--- config.mk ---
export PLATFORM = sky130hd
export DESIGN_NAME = npc_unit
export DESIGN_NICKNAME = d
export VERILOG_FILES = /design/src/rtl/npc_pkg.sv /design/src/rtl/npc_flow_decode.sv /design/src/rtl/npc_operand_sel.sv /design/src/rtl/npc_adder.sv /design/src/rtl/npc_unit.sv
export SDC_FILE = /design/constraint.sdc
export NUM_CORES = 1
export LEC_CHECK = 0
export BUFFER_PORTS_ARGS = -buffer_cell sky130_fd_sc_hd__clkbuf_2
export CORE_MARGIN = 2
export CORE_UTILIZATION = 55
export CTS_CLUSTER_DIAMETER = 200
export DETAILED_ROUTE_END_ITERATION = 16
export PLACE_DENSITY = 0.84
export SYNTH_ARGS = -nofsm -noshare
export SYNTH_HDL_FRONTEND = slang
export SYNTH_HIERARCHICAL = 1
export SYNTH_SLANG_ARGS = --single-unit
export TNS_END_PERCENT = 1
--- constraint.sdc ---
create_clock -name clk -period 3.9 [get_ports clk]
set_input_delay 0.195 -clock clk [delete_from_list [all_inputs] [get_ports clk]]
set_output_delay 0.195 -clock clk [all_outputs]
set_load 0.02 [all_outputs]
--- src/rtl/npc_pkg.sv ---
package npc_pkg;

    // Default geometry of the fetch address.
    localparam int ADDR_W_DEF     = 32;
    localparam int ALIGN_BITS_DEF = 2;
    localparam int IMM_W_DEF      = 16;

    // Which way the counter moves this cycle.
    typedef enum logic [1:0] {
        FLOW_HOLD   = 2'd0,
        FLOW_SEQ    = 2'd1,
        FLOW_BRANCH = 2'd2
    } flow_e;

    // Control bundle from the decode stage to the operand selector.
    typedef struct packed {
        flow_e flow;
        logic  load;
    } npc_ctl_t;

    function automatic npc_ctl_t decide_flow(input logic stall,
                                             input logic is_branch,
                                             input logic is_zero);
        npc_ctl_t c;
        if (stall) begin
            c.flow = FLOW_HOLD;
            c.load = 1'b0;
        end else if (is_branch && is_zero) begin
            c.flow = FLOW_BRANCH;
            c.load = 1'b1;
        end else begin
            c.flow = FLOW_SEQ;
            c.load = 1'b1;
        end
        return c;
    endfunction

endpackage

--- src/rtl/npc_flow_decode.sv ---
module npc_flow_decode
    import npc_pkg::*;
(
    input  logic     hold,
    input  logic     cond_branch,
    input  logic     operands_equal,
    output npc_ctl_t ctl
);

    always_comb begin
        ctl = decide_flow(hold, cond_branch, operands_equal);
    end

endmodule

--- src/rtl/npc_operand_sel.sv ---
module npc_operand_sel
    import npc_pkg::*;
#(
    parameter int PC_W  = 30,
    parameter int IMM_W = 16
) (
    input  flow_e             flow,
    input  logic [IMM_W-1:0]  imm,
    output logic [PC_W-1:0]   operand
);

    logic [PC_W-1:0] imm_ext;

    generate
        if (PC_W > IMM_W) begin : g_extend
            localparam int FILL_W = PC_W - IMM_W;
            assign imm_ext = {{FILL_W{imm[IMM_W-1]}}, imm};
        end else begin : g_trunc
            assign imm_ext = imm[PC_W-1:0];
        end
    endgenerate

    always_comb begin
        unique case (flow)
            FLOW_BRANCH: operand = imm_ext;
            default:     operand = '0;
        endcase
    end

endmodule

--- src/rtl/npc_adder.sv ---
module npc_adder #(
    parameter int W = 30
) (
    input  logic [W-1:0] a,
    input  logic [W-1:0] b,
    input  logic         cin,
    output logic [W-1:0] sum
);

    logic [W:0] full;

    always_comb begin
        full = {1'b0, a} + {1'b0, b} + {{W{1'b0}}, cin};
        sum  = full[W-1:0];
    end

endmodule

--- src/rtl/npc_unit.sv ---
module npc_unit
    import npc_pkg::*;
#(
    parameter int ADDR_W     = ADDR_W_DEF,
    parameter int ALIGN_BITS = ALIGN_BITS_DEF,
    parameter int IMM_W      = IMM_W_DEF,
    localparam int PC_W      = ADDR_W - ALIGN_BITS
) (
    input  logic              clk,
    input  logic              rst,
    input  logic              hold,
    input  logic              cond_branch,
    input  logic              operands_equal,
    input  logic [IMM_W-1:0]  br_imm,
    output logic [ADDR_W-1:0] fetch_addr,
    output logic [PC_W-1:0]   pc_word
);

    npc_ctl_t        ctl;
    logic [PC_W-1:0] addend;
    logic [PC_W-1:0] pc_next;
    logic [PC_W-1:0] pc_q;

    npc_flow_decode u_decode (
        .hold           (hold),
        .cond_branch    (cond_branch),
        .operands_equal (operands_equal),
        .ctl            (ctl)
    );

    npc_operand_sel #(
        .PC_W  (PC_W),
        .IMM_W (IMM_W)
    ) u_opsel (
        .flow    (ctl.flow),
        .imm     (br_imm),
        .operand (addend)
    );

    // One shared incrementer; the constant carry-in supplies the +1 word.
    npc_adder #(
        .W (PC_W)
    ) u_add (
        .a   (pc_q),
        .b   (addend),
        .cin (1'b1),
        .sum (pc_next)
    );

    always_ff @(posedge clk) begin
        if (rst) begin
            pc_q <= '0;
        end else if (ctl.load) begin
            pc_q <= pc_next;
        end
    end

    assign pc_word    = pc_q;
    assign fetch_addr = {pc_q, {ALIGN_BITS{1'b0}}};

endmodule

**Word-level counts from Yosys, hierarchy flattened**

Index checks and enable logic that the tools add are counted.

- Register bits: 30
- Input bits: 21
- Output and inout port bits: 62
- Logic and storage cells: 8

- Add/subtract/negate cells: 2
- Equal/unequal tests: 1
- Mux-type cells: 3
- Reductions and logical operators: 1

Operator list:

| cell | count |
|---|---|
| adder 30 x 1 -> 30 bit (second input constant) | 1 |
| adder 30 bit | 1 |
| 2-to-1 mux 30 bit | 1 |
| 2-to-1 mux 3 bit | 2 |
| == test 2 bit (second input constant) | 1 |
| logical AND 1 bit | 1 |

**Depth between registers and ports, before layout**

- Depth after elaboration: 7
- Depth in mapped cells: 14
- Depth with buffers taken out: 13

**Hierarchy**

Netlist, hierarchy kept.

By module, submodules not included:

| module | times used | cells each | area each (um^2) | seq. area each (um^2) |
|---|---|---|---|---|
| npc_adder | 1 | 213 | 1,679.1 | 0.0 |
| npc_unit | 1 | 131 | 1,343.8 | 600.6 |
| npc_operand_sel | 1 | 32 | 275.3 | 0.0 |
| npc_flow_decode | 1 | 3 | 17.5 | 0.0 |

**Worst setup path after synthesis**

Ideal clock, no wire load.

- Path type: input -> register
- Start: input cond_branch
- End: register pc_q[28], in the netlist pc_word[28]
- Library setup time: 0.128 ns
- Arrival time: 2.726 ns
- Setup slack: 1.047 ns
- Cell stages on the path: 13
- Path buffers: 0
- Path through: a21oi_1 and3b_2 fa_1 fa_1 a21o_2 nand4_1 a21oi_1 o21ai_1 a21oi_2 a31oi_1 xnor2_1 mux2i_1 nor2_1

- Cells in the longest elaborated chain, start to end: 7

Ends and longest elaborated chain:

| what | RTL line | source |
|---|---|---|
| start: declaration | npc_unit.sv:12 | `input logic cond_branch,` |
| logical AND 1 bit | npc_pkg.sv:28 | `end else if (is_branch && is_zero) begin` |
| 2-to-1 mux 3 bit | npc_pkg.sv:28 |  |
| 2-to-1 mux 3 bit | npc_pkg.sv:25 | `if (stall) begin` |
| == test 2 bit | npc_operand_sel.sv:24 | `unique case (flow)` |
| 2-to-1 mux 30 bit | npc_operand_sel.sv:24 |  |
| via addend[0] | npc_unit.sv:20 | `logic [PC_W-1:0] addend;` |
| adder 30 bit | npc_adder.sv:13 | `full = {1'b0, a} + {1'b0, b} + {{W{1'b0}}, cin};` |
| adder 30 x 1 -> 30 bit | npc_adder.sv:13 |  |
| via pc_next[28] | npc_unit.sv:21 | `logic [PC_W-1:0] pc_next;` |
| end signal: assignment | npc_unit.sv:54 | `pc_q <= pc_next;` |
| end: declaration | npc_unit.sv:22 | `logic [PC_W-1:0] pc_q;` |

The timed path passes the listed nets, and every way through them passes these cells.
A chain may end at the register's enable or synchronous reset.

==> metrics.txt <==
run status=finished, final reports clean; number of design-rule violations left by the first detailed-router iteration=96; Max Slew Vio Count=0; number of vias in the routed layout=2797; ANT cells=0; maximum achievable frequency=320.4 MHz; total power divided by cell area=211.5 mW/mm^2; post-DP HPWL=5347 um; latest clock arrival within the worst-skew pair=0.29 ns; Clock Tree Buf Depth=2; switching power share of the total=0.2939; vias in the first global route=2569; clock-pin transition on the worst setup and hold timing paths=0.07 ns; number of clock sinks=30; Net count, final=459; Die Footprint=0.006666 mm^2; horizontal die dimension=81.65 um; post-route worst hold slack=0.5042 ns; mean area per synthesized cell=8.748 um^2; antenna violations before repair=0; endpoint kind of the worst setup timing path=flip-flop; Post-Route Utilization=0.5765; Worst Tran Pin Value=0.6292 ns; H-Tree Depth=2; predominant post-synthesis flop cell=dfxtp_1; WL/cell=14.46 um; Final Hold Vio Count=0; hold buffer count at CTS=0; instance area at placement=0.003302 mm^2; vias per cell=5.779; Filler cells=551; setup violation total in the final timing report=0; sequential-to-total area share from yosys stat=0.1811; Detail Route Antenna Nets=0; Max-slew headroom=0.5805; maximum fanout encountered on the critical timing path=16; count of flip-flops with a built-in enable after synthesis=0; Peak supply drop=0.0001152 V; synthesis-to-finish area growth=2.339%; total clock buffers created by CTS=5; number of buffers inserted to repair setup after CTS=0; Core Box Area=0.005886 mm^2; cell type with the largest total area after synthesis=dfxtp_1; count of input and output buffers=80; overall power after layout=0.0007178 W; Synth warnings=6; internal power contribution=0.0005068 W; Arr. time, crit path=3.27 ns; type of the worst min-delay path=primary input to flip-flop; clock skew after layout=0.009879 ns; TritonCTS clock tree=built; Pleak=1.928 nW; share of final-layout standard cells stronger than drive strength 1=0.2714; number of flip-flops in the largest register=30; # DRC=0; Boundary Pins=83; async set-reset flop share out of synthesis=0; root buffer cell=clkbuf_8; setup tns final=0 ns; time the worst path needs with I/O delays and setup=3.121 ns; area of all placed cells without fillers=0.003393 mm^2; largest cells by area after synthesis=dfxtp_1 18%, ha_1 11%, buf_4 10%, mux2i_1 9.4%, xnor2_1 4.5%; unrepaired setup endpoints after global routing=no; Seq cells post-synth=30; required arrival time at the worst endpoint=4.05 ns; share of Yosys cell area claimed by the top area cell type=0.1811; number of rows in the core area=28; max cap viols=0; Flop pwr share=0.448; final worst-path cycle share=0.8004; die height=81.65 um; detailed-route wire length=7001 um; GPL Wtd Cong=0.9029; Net Switching=0.0002110 W; category of the most critical setup path=primary input to flip-flop; Global Route Usage Sum=0.2184; number of detailed-route iterations in the first pass=4; synthesized instance count=379; Starting Density=0.5634; clock share of power=0.371; post-CTS resize count=0; startpoint type of the worst setup path=primary input; share of power burned in combinational logic=0.180; grt total ovfl=0; pin count of the biggest net entering global routing=31; Yosys cell types=58; Cell Area, Synth=0.003316 mm^2; wire length of the first global-routing pass=11580 um
-- layout by cell type (no fill, tap or decap), types with 7 or more instances in the layout --
cell type	netlist	final
ha_1	28	28
mux2i_1	31	31
clkbuf_2	0	80
nor2_1	35	35
nand4_1	7	7
xnor2_1	17	17
dfxtp_1	30	30
a21oi_1	27	27
a21o_1	12	12
and3b_1	11	11
a31oi_1	7	7
inv_1	8	8
o21ai_0	12	12
nand2_1	13	13
xor2_1	9	9
-- synth_stat cells (2+ instances only) --
cell type,count
o21bai_1,6
o211ai_1,2
a21o_2,2
clkbuf_1,4
buf_12,3
o21ai_0,12
a21o_1,12
a211o_1,2
a31oi_1,7
nand4_1,7
a311oi_1,3
buf_4,46
and3b_2,6
xnor2_1,17
dfxtp_1,30
nor2_1,35
and3_1,3
nand2_1,13
and3_2,3
mux2i_1,31
nand3_1,3
a21oi_1,27
buf_6,3
inv_1,8
nor3_1,3
ha_1,28
and4_1,2
and3b_1,11
a211oi_1,5
conb_1,2
o211a_1,2
xor2_1,9
fa_1,2
a31o_2,2
o21a_1,5
-- power groups by stage --
stage / logic, W / registers, W / clock network, W
after floorplan: 0.000110 / 0.000336 / 0
final: 0.000130 / 0.000322 / 0.000267
after CTS: 0.000130 / 0.000322 / 0.000273
after global routing: 0.000141 / 0.000323 / 0.000288
after detailed placement: 0.000129 / 0.000329 / 0
after global placement: 0.000126 / 0.000328 / 0
-- metal layers --
layer	global-route usage	wire (um)	up-vias
met5	0	0	-
met3	0.03956	356	14
met2	0.3713	3325	82
met1	0.2752	3179	1311
li1	-	-	1390
met4	0.08167	139	0
-- critical path: stages --
cell and delay (ns):
clkbuf_2 0.09, and3b_1 0.32, and3b_2 0.29, fa_1 0.44, fa_1 0.43, a21o_2 0.24
nand4_1 0.11, a21oi_1 0.13, o21ai_1 0.32, a21oi_2 0.15, a31oi_1 0.24, xnor2_1 0.09
mux2i_1 0.15, nor2_1 0.06
-- cells by family (layout without fill, tap and decap cells) --
kind of cell / Yosys count / count (layout) / share of synthesized area
compound gates: 97 / 97 / 0.2068
simple gates: 94 / 94 / 0.1619
buf+inv: 69 / 98 / 0.1679
mux: 31 / 31 / 0.09359
fa+ha+maj: 30 / 30 / 0.1177
flops: 30 / 30 / 0.1811
xor+xnor: 26 / 26 / 0.06868
other cells: 2 / 3 / 0.002265
-- per-stage QoR --
stage,cells,setup WS (ns)
3_3_place_gp,476,0.6123
5_1_grt,484,0.5883
4_1_cts,484,0.7835
3_5_place_dp,476,0.4835
6_report,484,0.7786
2_1_floorplan,380,1.047
-- path summary, 6_finish.rpt --
check                     end  slack [ns]  depth (start not counted)         from
setup / recovery  pc_word[24]        0.78                         14         hold
hold / removal    pc_word[20]        0.50                          2          rst
setup reg to reg  pc_word[24]        1.01                         11   pc_word[0]
hold reg to reg   pc_word[16]        0.55                          2  pc_word[16]
-- final cells by class --
class                           count  area (um^2)  area share
Multi-Input combinational cell    281         2162      0.6372
Sequential cell                    30        600.6      0.1770
Timing Repair Buffer               82        415.4      0.1224
Tap cell                           75        93.84     0.02765
Clock buffer                        7        86.33     0.02544
Inverter                            8        30.03    0.008850
Clock inverter                      1        5.005    0.001475
Power figures use the tool's default switching activity.
